<file path="src/rtl/mtrace_pkg.sv">
package mtrace_pkg;
  localparam int unsigned MT_AW   = 16;
  localparam int unsigned MT_DW   = 32;
  localparam int unsigned MT_NREG = 2;
  localparam int unsigned MT_WPR  = 2;
  localparam int unsigned MT_NWIN = MT_NREG * MT_WPR;
  localparam int unsigned MT_RGW  = (MT_NREG > 1) ? $clog2(MT_NREG) : 1;
  localparam int unsigned MT_WSW  = (MT_WPR > 1) ? $clog2(MT_WPR) : 1;
  localparam int unsigned MT_IDXW = MT_RGW + MT_WSW;
  localparam int unsigned MT_HDRW = 2 + MT_IDXW;
  localparam int unsigned MT_SZW  = $clog2(MT_AW + 1);

  // One stored capture: mode tag, header, address, data
  typedef struct packed {
    logic               direct;
    logic [MT_HDRW-1:0] hdr;
    logic [MT_AW-1:0]   addr;
    logic [MT_DW-1:0]   data;
  } mt_entry_t;
endpackage

</file>
<file path="src/rtl/mtrace_win_match.sv">
module mtrace_win_match
  import mtrace_pkg::*;
#(
  parameter int unsigned AW  = MT_AW,
  parameter int unsigned SZW = MT_SZW
) (
  input  logic           en,
  input  logic [AW-1:0]  addr,
  input  logic [AW-1:0]  start,
  input  logic [SZW-1:0] size_log2,
  output logic           hit
);
  logic [AW:0]   offs;
  logic [AW-1:0] hi_mask;

  // offset from start must be non-negative and below 2^size
  always_comb begin
    offs = {1'b0, addr} - {1'b0, start};
    for (int i = 0; i < int'(AW); i++) begin
      hi_mask[i] = (i >= int'(size_log2));
    end
    hit = en && !offs[AW] && ((offs[AW-1:0] & hi_mask) == '0);
  end
endmodule

</file>
<file path="src/rtl/mtrace_qualify.sv">
module mtrace_qualify
  import mtrace_pkg::*;
#(
  parameter int unsigned AW   = MT_AW,
  parameter int unsigned SZW  = MT_SZW,
  parameter int unsigned NREG = MT_NREG,
  parameter int unsigned WPR  = MT_WPR,
  parameter int unsigned RGW  = MT_RGW,
  parameter int unsigned WSW  = MT_WSW,
  localparam int unsigned NWIN = NREG * WPR
) (
  input  logic                bus_valid,
  input  logic [RGW-1:0]      bus_region,
  input  logic [AW-1:0]       bus_addr,
  input  logic                bus_write,
  input  logic                bus_master,
  input  logic                cap_wr,
  input  logic                cap_rd,
  input  logic                cap_cpu,
  input  logic                cap_dma,
  input  logic [NWIN-1:0]     win_en,
  input  logic [NWIN*AW-1:0]  win_start,
  input  logic [NWIN*SZW-1:0] win_size,
  output logic                hit,
  output logic [RGW+WSW-1:0]  idx
);
  logic [NWIN-1:0] win_hit;
  logic [WPR-1:0]  reg_hits;
  logic [WSW-1:0]  wsel;
  logic            found;
  logic            dir_ok;
  logic            mst_ok;

  for (genvar j = 0; j < NWIN; j++) begin : g_win
    mtrace_win_match #(.AW(AW), .SZW(SZW)) u_match (
      .en        (win_en[j]),
      .addr      (bus_addr),
      .start     (win_start[j*AW +: AW]),
      .size_log2 (win_size[j*SZW +: SZW]),
      .hit       (win_hit[j])
    );
  end

  always_comb begin
    reg_hits = '0;
    for (int r = 0; r < int'(NREG); r++) begin
      if (bus_region == RGW'(r)) begin
        for (int w = 0; w < int'(WPR); w++) begin
          reg_hits[w] = win_hit[r*WPR + w];
        end
      end
    end
    // descending scan so the lowest window index wins
    found = 1'b0;
    wsel  = '0;
    for (int w = int'(WPR) - 1; w >= 0; w--) begin
      if (reg_hits[w]) begin
        found = 1'b1;
        wsel  = WSW'(w);
      end
    end
    dir_ok = bus_write  ? cap_wr  : cap_rd;
    mst_ok = bus_master ? cap_dma : cap_cpu;
    hit    = bus_valid && dir_ok && mst_ok && found;
    idx    = {bus_region, wsel};
  end
endmodule

</file>
<file path="src/rtl/mtrace_fifo.sv">
module mtrace_fifo #(
  parameter int unsigned DEPTH = 4,
  parameter int unsigned EW    = 8,
  localparam int unsigned PW   = (DEPTH > 1) ? $clog2(DEPTH) : 1,
  localparam int unsigned CW   = $clog2(DEPTH + 1)
) (
  input  logic          clk,
  input  logic          rst_n,
  input  logic          push,
  input  logic [EW-1:0] wdata,
  input  logic          pop,
  output logic [EW-1:0] rdata,
  output logic [CW-1:0] count,
  output logic          full,
  output logic          empty
);
  logic [EW-1:0] mem [DEPTH];
  logic [PW-1:0] wptr, wptr_nxt;
  logic [PW-1:0] rptr, rptr_nxt;
  logic [CW-1:0] count_nxt;
  logic          do_push, do_pop;

  always_comb begin
    full     = (count == CW'(DEPTH));
    empty    = (count == '0);
    do_push  = push && !full;
    do_pop   = pop && !empty;
    wptr_nxt = wptr;
    rptr_nxt = rptr;
    if (do_push) wptr_nxt = (wptr == PW'(DEPTH - 1)) ? '0 : wptr + 1'b1;
    if (do_pop)  rptr_nxt = (rptr == PW'(DEPTH - 1)) ? '0 : rptr + 1'b1;
    count_nxt = count;
    if (do_push && !do_pop)      count_nxt = count + 1'b1;
    else if (do_pop && !do_push) count_nxt = count - 1'b1;
    rdata = mem[rptr];
  end

  always_ff @(posedge clk or negedge rst_n) begin
    if (!rst_n) begin
      wptr  <= '0;
      rptr  <= '0;
      count <= '0;
    end else begin
      wptr  <= wptr_nxt;
      rptr  <= rptr_nxt;
      count <= count_nxt;
    end
  end

  always_ff @(posedge clk) begin
    if (do_push) mem[wptr] <= wdata;
  end
endmodule

</file>
<file path="src/rtl/mtrace_unpack.sv">
module mtrace_unpack
  import mtrace_pkg::*;
#(
  parameter int unsigned DW   = MT_DW,
  parameter int unsigned AW   = MT_AW,
  parameter int unsigned HDRW = MT_HDRW
) (
  input  logic            clk,
  input  logic            rst_n,
  input  mt_entry_t       head,
  input  logic            avail,
  input  logic            rd_pop,
  output logic            rd_valid,
  output logic [DW-1:0]   rd_data,
  output logic            rd_last,
  output logic            fifo_pop
);
  typedef enum logic [1:0] {W_HDR = 2'd0, W_ADDR = 2'd1, W_DATA = 2'd2} word_e;

  word_e wsel, wsel_nxt;
  logic  adv;

  always_comb begin
    rd_valid = avail;
    unique case (wsel)
      W_HDR:   rd_data = {{(DW-HDRW){1'b0}}, head.hdr};
      W_ADDR:  rd_data = {{(DW-AW){1'b0}}, head.addr};
      default: rd_data = head.data;
    endcase
    if (head.direct) rd_data = head.data;
    rd_last  = head.direct || (wsel == W_DATA);
    adv      = rd_valid && rd_pop;
    fifo_pop = adv && rd_last;
    wsel_nxt = wsel;
    if (adv) begin
      if (rd_last)           wsel_nxt = W_HDR;
      else if (wsel == W_HDR) wsel_nxt = W_ADDR;
      else                   wsel_nxt = W_DATA;
    end
  end

  always_ff @(posedge clk or negedge rst_n) begin
    if (!rst_n) wsel <= W_HDR;
    else        wsel <= wsel_nxt;
  end
endmodule

</file>
<file path="src/rtl/mtrace_capture.sv">
module mtrace_capture
  import mtrace_pkg::*;
#(
  parameter int unsigned FIFO_DEPTH = 4
) (
  input  logic                    clk,
  input  logic                    rst_n,
  input  logic                    cfg_direct,
  input  logic                    cfg_cap_wr,
  input  logic                    cfg_cap_rd,
  input  logic                    cfg_cap_cpu,
  input  logic                    cfg_cap_dma,
  input  logic [MT_NWIN-1:0]      cfg_win_en,
  input  logic [MT_NWIN*MT_AW-1:0]  cfg_win_start,
  input  logic [MT_NWIN*MT_SZW-1:0] cfg_win_size,
  input  logic                    bus_valid,
  input  logic [MT_RGW-1:0]       bus_region,
  input  logic [MT_AW-1:0]        bus_addr,
  input  logic [MT_DW-1:0]        bus_data,
  input  logic                    bus_write,
  input  logic                    bus_master,
  input  logic                    dreg_wr,
  input  logic [MT_DW-1:0]        dreg_data,
  input  logic                    ovf_clr,
  output logic                    ovf_flag,
  output logic                    rd_valid,
  output logic [MT_DW-1:0]        rd_data,
  output logic                    rd_last,
  input  logic                    rd_pop
);
  localparam int unsigned EW   = $bits(mt_entry_t);
  localparam int unsigned CNTW = $clog2(FIFO_DEPTH + 1);

  logic [1:0]          rst_pipe;
  logic                rst_s;
  logic                q_hit;
  logic [MT_IDXW-1:0]  q_idx;
  logic                want, collide, push, drop;
  logic                ovf_nxt;
  mt_entry_t           ent, head;
  logic [EW-1:0]       head_raw;
  logic [CNTW-1:0]     fifo_cnt;
  logic                fifo_full, fifo_empty, fifo_pop;
  logic                head_direct;

  // asynchronous assert, synchronous release
  always_ff @(posedge clk or negedge rst_n) begin
    if (!rst_n) rst_pipe <= 2'b00;
    else        rst_pipe <= {rst_pipe[0], 1'b1};
  end
  assign rst_s = rst_pipe[1];

  mtrace_qualify u_qual (
    .bus_valid  (bus_valid),
    .bus_region (bus_region),
    .bus_addr   (bus_addr),
    .bus_write  (bus_write),
    .bus_master (bus_master),
    .cap_wr     (cfg_cap_wr),
    .cap_rd     (cfg_cap_rd),
    .cap_cpu    (cfg_cap_cpu),
    .cap_dma    (cfg_cap_dma),
    .win_en     (cfg_win_en),
    .win_start  (cfg_win_start),
    .win_size   (cfg_win_size),
    .hit        (q_hit),
    .idx        (q_idx)
  );

  always_comb begin
    if (cfg_direct) begin
      want    = dreg_wr || (q_hit && !bus_write);
      collide = dreg_wr && q_hit && !bus_write;
    end else begin
      want    = q_hit;
      collide = 1'b0;
    end
    push       = want && !fifo_full;
    drop       = (want && fifo_full) || collide;
    ent.direct = cfg_direct;
    ent.hdr    = {bus_master, bus_write, q_idx};
    ent.addr   = bus_addr;
    ent.data   = (cfg_direct && dreg_wr) ? dreg_data : bus_data;
    if (drop)         ovf_nxt = 1'b1;
    else if (ovf_clr) ovf_nxt = 1'b0;
    else              ovf_nxt = ovf_flag;
  end

  always_ff @(posedge clk or negedge rst_s) begin
    if (!rst_s) ovf_flag <= 1'b0;
    else        ovf_flag <= ovf_nxt;
  end

  mtrace_fifo #(.DEPTH(FIFO_DEPTH), .EW(EW)) u_fifo (
    .clk   (clk),
    .rst_n (rst_s),
    .push  (push),
    .wdata (ent),
    .pop   (fifo_pop),
    .rdata (head_raw),
    .count (fifo_cnt),
    .full  (fifo_full),
    .empty (fifo_empty)
  );

  assign head        = mt_entry_t'(head_raw);
  assign head_direct = head.direct;

  mtrace_unpack u_unpack (
    .clk      (clk),
    .rst_n    (rst_s),
    .head     (head),
    .avail    (!fifo_empty),
    .rd_pop   (rd_pop),
    .rd_valid (rd_valid),
    .rd_data  (rd_data),
    .rd_last  (rd_last),
    .fifo_pop (fifo_pop)
  );
endmodule

</file>
<file path="config.mk">
export PLATFORM = sky130hd
export DESIGN_NAME = mtrace_capture
export DESIGN_NICKNAME = d
export VERILOG_FILES = /design/src/rtl/mtrace_pkg.sv /design/src/rtl/mtrace_win_match.sv /design/src/rtl/mtrace_qualify.sv /design/src/rtl/mtrace_fifo.sv /design/src/rtl/mtrace_unpack.sv /design/src/rtl/mtrace_capture.sv
export SDC_FILE = /design/constraint.sdc
export NUM_CORES = 1
export LEC_CHECK = 0
export BUFFER_PORTS_ARGS = -buffer_cell sky130_fd_sc_hd__buf_2
export CAP_MARGIN = 20
export CELL_PAD_IN_SITES_DETAIL_PLACEMENT = 0
export CELL_PAD_IN_SITES_GLOBAL_PLACEMENT = 2
export CORE_MARGIN = 1.5
export CORE_UTILIZATION = 35
export DETAILED_ROUTE_END_ITERATION = 10
export GPL_TIMING_DRIVEN = 0
export PLACE_DENSITY_LB_ADDON = 0.25
export SETUP_SLACK_MARGIN = 0.02
export SLEW_MARGIN = 20
export SYNTH_ARGS = -nofsm -noshare
export SYNTH_HDL_FRONTEND = slang
export SYNTH_SLANG_ARGS = --single-unit
</file>
<file path="constraint.sdc">
create_clock -name clk -period 2.4 [get_ports clk]
set_input_delay 0.12 -clock clk [delete_from_list [all_inputs] [get_ports clk]]
set_output_delay 0.12 -clock clk [all_outputs]
set_load 0.02 [all_outputs]
</file>
==> metrics.cfg, run 1 <==
[layout]
multiInputGateArea_um2 = 6640
fillers = 3342
ff_latch_area_um2 = 6670
area_growth_pct = 31.9
layout-drive-gt1-share = 0.365
fin_area_um2 = 17300
num-nets-final = 1627

[power]
ir_drop_mv = 0.461
p_seq_frac = 0.319
p_sw_frac = 0.338
intPower_mw = 10.3
pwr-share-clk = 0.195
power.total_mw = 15.5
power_density_nw_per_um2 = 899
combinationalPowerShare = 0.487
netSwitchingPower_mw = 5.25
total_leakage_power_nw = 6.85

[synth]
yosys-top-cells-area = edfxtp_1, mux4_2, ha_1
synth_seq_cells = 224
synth_common_cells = edfxtp_1, inv_1, ha_1
syn-instance-count = 1027
yosysMostFrequentCell = edfxtp_1
syn_area_per_cell_um2 = 12.8
synth_top_area_cell = edfxtp_1
synth_edf_count = 212
async_reset_ff_frac = 0.0536
ys_seq_area_frac = 0.508
synthDistinctLibCells = 81
syn_area_um2 = 13100
ys.flop_type = edfxtp_1
ys_warn_count = 0
yosys.area.top_type_share = 0.486
synth_nets = 1284

[min_path]
hold_class = in -> reg

[run]
maxCapViolCount = 0

[clocking]
tritoncts = done
ctsHtreeMaxLevel = 1
cts_sinks = 224
root_buffer = clkbuf_16
cts_max_path_buffers = 3
cts_buffers = 20
clk_pin_slew_ps = 70
clk_latency_ps = 490

[critical_path]
critPathLaunchType = input port
regToRegStartpoint = u_fifo.rptr[0]$_DFFE_PN0P_
startpoint = bus_addr[0]
cp.required_ps = 2780
rr_endpoint = u_fifo.count[2]$_DFFE_PN0P_
endpoint = u_fifo.count[1]$_DFFE_PN0P_
ff2ff_setup_slack_ps = -450
crit_arrival_ps = 4100
crit_type = in -> reg
ff2ff_path_depth = 13
path_max_fanout = 4
crit_path_end_kind = flop

[floorplanning]
initial_core_util = 0.356
die_w_um = 197
chipHeight_um = 197
coreArea_um2 = 36800
rows = 70
dieArea_um2 = 38600
ios = 217

[route]
drtIter0Drc = 459
dr.pass1.iters = 5
drtAntennaViolNets = 0
routedWlPerCell_um = 21.2
routed_wl_um = 39300
vias_per_cell = 5.34
drc = 0
vias = 9908

[timing]
skew_ps = 9.99
fmax_ghz = 0.269
finalSetupViolCount = 254
rsz0062_at_grt = yes
finalCritPeriodShare = 1.55
tightest_slew_ps = 959
finalHoldViolCount = 0
layout_min_cycle_time_ps = 3720
setup_ws_ps = -1320
maxSlewHeadroom = 0.361
slew_violations = 0

[placement]
dp_hpwl_um = 25200
gp_congestion = 0.870
portBuffers = 206
place_area_um2 = 14800

[outcome]
failed_checks = negative setup slack
status = complete, but fails checks

[grt]
grt_pass1_vias = 9724
antenna_found_initial = 8
gr-total-overflow = 0
grt_pass1_wl_um = 57700
grt_usage = 0.198
grt_start_max_net_pins = 17

[repair_timing]
action,in CTS,in global routing
gates cloned,26,2
endpoints found under the setup margin,255,255
hold buffers,46,0
pin swaps,21,45
endpoints found under the hold margin,104,0
setup buffers,26,20
gates resized for setup,59,206
[cells in the final DEF, fill, tap and decap left out, types with 29 or more instances in the layout]
cell,netlist,layout
nor2_1,33,32
inv_1,85,82
buf_4,0,35
a21oi_1,47,42
buf_2,2,170
and2_4,0,47
nand2_1,57,53
o21ai_0,36,29
mux2_2,37,37
mux4_2,53,53
ha_1,70,62
edfxtp_1,212,212
buf_6,0,37
dlygate4sd3_1,0,46
[power groups by stage]
| stage | clock, mW | combinational, mW | sequential (mW) |
|---|---|---|---|
| 2_1_floorplan | 0 | 3.81 | 4.99 |
| 3_5_place_dp | 0 | 5.49 | 5.04 |
| 3_3_place_gp | 0 | 5.49 | 5.02 |
| 5_1_grt | 3.20 | 8.03 | 4.99 |
| 4_1_cts | 3.06 | 6.02 | 4.94 |
| 6_report | 3.02 | 7.56 | 4.95 |
[area by class of cell]
| cell class | count | share of cell area |
|---|---|---|
| plain buffers | 36 | 0.0132 |
| well taps | 468 | 0.0339 |
| flip-flops and latches | 224 | 0.386 |
| repair buffers | 297 | 0.128 |
| clock inverters | 7 | 0.00340 |
| clock buffers | 28 | 0.0319 |
| diodes | 3 | 0.000434 |
| multi-input cells | 706 | 0.384 |
| inverters | 85 | 0.0194 |
[critical path, cell delays in order]
cell       delay, ps
buf_12           100
inv_12            40
ha_4             150
fa_2             360
and2b_1          240
o2111ai_2        160
a2111o_1         520
a21o_1           250
a2111oi_4        360
o32ai_2          140
a41oi_2          220
a211oi_4          80
o31ai_4          300
a21oi_4          120
ha_4             190
inv_2             50
fa_2             420
mux2_2           270
[cells by family after synthesis]
| group | count (synthesis) | synth area share |
|---|---|---|
| AND/OR/NAND/NOR | 202 | 0.0791 |
| multiplexers | 100 | 0.131 |
| flip-flops | 224 | 0.508 |
| XOR/XNOR | 37 | 0.0247 |
| buffers and inverters | 123 | 0.0354 |
| other | 1 | 0.000286 |
| AO/OA/AOI/OAI | 265 | 0.146 |
| adder cells (fa/ha/maj) | 75 | 0.0744 |
[worst min path at each step]
| stage | startpoint | to | slack [ps] | cells past startpoint |
|---|---|---|---|---|
| global route | bus_addr[1] | u_fifo.mem[0][33]$_DFFE_PP_ | 10 | 2 |
| finish | bus_data[14] | u_fifo.mem[3][14]$_DFFE_PP_ | 2 | 2 |
| floorplan | rst_n | rst_pipe[0]$_DFF_PN0_ | -180 | 0 |
| global placement | rst_n | rst_pipe[0]$_DFF_PN0_ | -90 | 1 |
| CTS | bus_data[2] | u_fifo.mem[2][2]$_DFFE_PP_ | 6 | 2 |
| detailed placement | rst_n | rst_pipe[0]$_DFF_PN0_ | -90 | 1 |
[stage by stage]
| stage | setup TNS, ps | std cells | utilization | hold slack, ps | worst slack, ps |
|---|---|---|---|---|---|
| global placement | -608250 | 1701 | 0.403 | -94.0 | -2750 |
| global route | -270030 | 1853 | 0.470 | 10.8 | -1440 |
| floorplan | -264960 | 1027 | - | -176 | -1320 |
| CTS | -277950 | 1834 | 0.449 | 5.90 | -1340 |
| finish | -243310 | 1854 | 0.470 | 2.47 | -1320 |
| detailed placement | -613050 | 1701 | 0.403 | -94.1 | -2770 |
[registers in the layout, indices dropped and copies added, names as in the netlist]
signal,flops
rst_pipe,2
u_fifo.rptr,2
u_fifo.wptr,2
ovf_flag,1
u_unpack.wsel,2
u_fifo.count,3
u_fifo.mem,212
[per-layer routing]
layer	track usage	vias up	wire length (um)
met4	0.0390	10	635
li1	-	4724	-
met1	0.266	4835	17200
met5	0	-	59
met2	0.346	301	19300
met3	0.0236	38	2100
Power figures use the tool's default switching activity.
==> run 2, diff against run 1 <==
--- a/config.mk
+++ b/config.mk
@@ -10,7 +10,7 @@
 export CELL_PAD_IN_SITES_DETAIL_PLACEMENT = 0
 export CELL_PAD_IN_SITES_GLOBAL_PLACEMENT = 2
 export CORE_MARGIN = 1.5
-export CORE_UTILIZATION = 35
+export CORE_UTILIZATION = 42
 export DETAILED_ROUTE_END_ITERATION = 10
 export GPL_TIMING_DRIVEN = 0
 export PLACE_DENSITY_LB_ADDON = 0.25
==> constraint.sdc (replaced) <==
create_clock -name clk -period 4.45 [get_ports clk]
set_input_delay 0.2225 -clock clk [delete_from_list [all_inputs] [get_ports clk]]
set_output_delay 0.2225 -clock clk [all_outputs]
set_load 0.02 [all_outputs]
==> metrics.cfg, run 2 (synthesized netlist as in run 1, its figures left out) <==
[timing]
finalSetupViolCount = 0  ; -100%
skew_ps = 7.77  ; -2.22 ps
finalHoldViolCount = 0  ; unchanged
fmax_ghz = 0.236
layout_min_cycle_time_ps = 4240
slew_violations = 0  ; unchanged
tightest_slew_ps = 890  ; -68.7 ps
hold_slack_ps = 21.6  ; +19.1 ps
maxSlewHeadroom = 0.406  ; +0.0458
finalCritPeriodShare = 0.953
rsz0062_at_grt = no

[power]
netSwitchingPower_mw = 2.42  ; -54%
p_sw_frac = 0.332  ; -0.00564
pwr-share-clk = 0.238  ; +0.043
total_leakage_power_nw = 6.16  ; -10%
power_density_nw_per_um2 = 469  ; -48%
intPower_mw = 4.88  ; -53%
p_seq_frac = 0.365  ; +0.046
ir_drop_mv = 0.268  ; -42%
combinationalPowerShare = 0.396  ; -0.091

[layout]
top_regs = u_fifo.mem (212), u_fifo.count (3)
layout-drive-gt1-share = 0.289  ; -0.0758
fillers = 2705  ; -19%
area_growth_pct = 18.6
utilization = 0.507  ; +0.0372
fin_cells = 1680  ; -9.4%
ff_latch_area_um2 = 6670  ; unchanged
multiInputGateArea_um2 = 6030  ; -9.2%
final_common_cell = edfxtp_1
num-nets-final = 1526  ; -6.2%
final_cell_mix = edfxtp_1, buf_2, inv_1
fin_area_um2 = 15600  ; -10%
largest_register = u_fifo.mem
largest_reg_flops = 212  ; unchanged

[floorplanning]
dieArea_um2 = 32300  ; -16%
ios = 217  ; unchanged
initial_core_util = 0.427  ; +0.0711
die_w_um = 180  ; -8.6%
coreArea_um2 = 30700  ; -17%
rows = 64  ; -8.6%
chipHeight_um = 180  ; -8.6%

[clocking]
cts_buffers = 21  ; +5.0%
tritoncts = done
clk_latency_ps = 480  ; about the same
root_buffer = clkbuf_16
ctsHtreeMaxLevel = 1  ; unchanged
cts_sinks = 224  ; unchanged
clk_pin_slew_ps = 60  ; about the same
cts_max_path_buffers = 3  ; unchanged

[critical_path]
cpMaxStageDelayCell = a2111o_1
crit_type = in -> reg
crit_path_end_kind = flop
cpPeakStageDelay_ps = 460  ; -60 ps
crit_arrival_ps = 4650  ; +550 ps
cp.required_ps = 4860  ; +2080 ps
critPathBufInv = 3  ; unchanged
path_cells = buf_2 -> clkinvlp_4 -> ha_2 -> fa_1 -> and2b_1 -> o2111ai_1 -> a2111o_1 -> a21oi_2 -> a211oi_1 -> o32ai_1 -> a41oi_1 -> a211oi_2 -> o31ai_4 -> a21oi_4 -> ha_2 -> inv_1 -> fa_1 -> xor2_1 -> nor2_1 -> xor2_1
path_max_fanout = 4  ; unchanged
critical-path-top-delay-family = compound AO/OA/AOI/OAI gates
critPathLaunchType = input port
ff2ff_setup_slack_ps = 1080  ; +1530 ps

[min_path]
hold_class = in -> reg

[grt]
grt_pass1_vias = 9260  ; -4.8%
grt_usage = 0.199  ; +0.000411
grt_start_max_net_pins = 46  ; +29
antenna_found_initial = 5  ; -3
grt_pass1_wl_um = 50700  ; -12%
gr-total-overflow = 0  ; unchanged

[route]
drc = 0  ; unchanged
vias = 9177  ; -7.4%
routedWlPerCell_um = 19.3  ; -8.8%
routed_wl_um = 32400  ; -17%
drtAntennaViolNets = 0  ; unchanged
drtIter0Drc = 385  ; -16%
dr.pass1.iters = 4  ; -1
vias_per_cell = 5.46  ; +2.2%

[placement]
dp_hpwl_um = 24200  ; -3.7%
place_inst = 1633  ; -4.0%
portBuffers = 206  ; unchanged
gp_congestion = 0.842  ; -3.2%
place_area_um2 = 14700  ; -0.41%

[outcome]
status = complete, no violations

[run]
maxCapViolCount = 0  ; unchanged

## run 2: cell count changes in the layout (fill, tap and decap cells not counted), moves of 6 or more
cell	delta
clkbuf_2	-8
clkbuf_1	+7
and2_4	-43
buf_12	-9
buf_4	-29
ha_1	+6
buf_2	+37
and2_1	+17
buf_6	-37
o21ai_0	+7
dlygate4sd3_1	-43
## run 2: final cells by class
cell class / instances / share of cell area
flip-flops and latches: 224 / 0.429
multi-input cells: 680 / 0.388
repair buffers: 219 / 0.0779
clock buffers: 22 / 0.0340
well taps: 396 / 0.0319
inverters: 85 / 0.0210
plain buffers: 38 / 0.00933
clock inverters: 14 / 0.00925
diodes: 2 / 0.000322
## run 2: routing by layer
metal	vias to the layer above	track usage	wire [um]
li1	4482	-	-
met1	4432	0.267	14600
met2	234	0.345	15900
met3	23	0.0288	1510
met4	6	0.0363	411
met5	-	0	34
## run 2: worst register-to-register path, cell delays in order (launching register included)
cell	delay (ps)
dfrtp_1	350
clkbuf_1	620
mux4_2	600
or2_2	290
and2_1	160
nor2b_1	160
inv_1	80
ha_2	180
inv_1	50
fa_1	370
xor2_1	170
nor2_1	110
xor2_1	150
## run 2: worst paths after layout
| check | startpoint | end | cells after the start |
|---|---|---|---|
| max in group asynchronous | rst_pipe[1]$_DFF_PN0_ | u_unpack.wsel[0]$_DFFE_PN0P_ | 0 |
| setup reg to reg | u_fifo.rptr[0]$_DFFE_PN0P_ | u_fifo.count[2]$_DFFE_PN0P_ | 12 |
| min in group asynchronous | rst_n | rst_pipe[1]$_DFF_PN0_ | 2 |
| setup / recovery | bus_addr[0] | u_fifo.count[2]$_DFFE_PN0P_ | 20 |
| hold / removal | cfg_direct | u_fifo.mem[0][52]$_DFFE_PP_ | 1 |
| hold reg to reg | rst_pipe[1]$_DFF_PN0_ | u_fifo.count[2]$_DFFE_PN0P_ | 0 |
## run 2: power by group through the flow
stage               sequential (mW)  combinational, mW  clock, mW
global placement               2.71               2.86          0
floorplan                      2.69               2.02          0
CTS                            2.67               2.94       1.79
global route                   2.69               3.16       1.86
detailed placement             2.71               2.92          0
finish                         2.67               2.89       1.74
## run 2: stage by stage
stage               setup WS (ps)  power, mW  setup TNS (ps)
floorplan                     269       4.72               0
global placement            -1160       5.57         -245320
detailed placement           -725       5.63          -98250
CTS                          48.5       7.39               0
global route                 14.1       7.72               0
finish                        210       7.30               0
## run 2: timing repair
item                       4_1_cts  5_1_grt
buffers inserted                 2        4
pin swaps                        1        5
hold buffers                     3        0
hold endpoints to repair        10        0
resized for setup                3        7
setup endpoints to repair      163      165
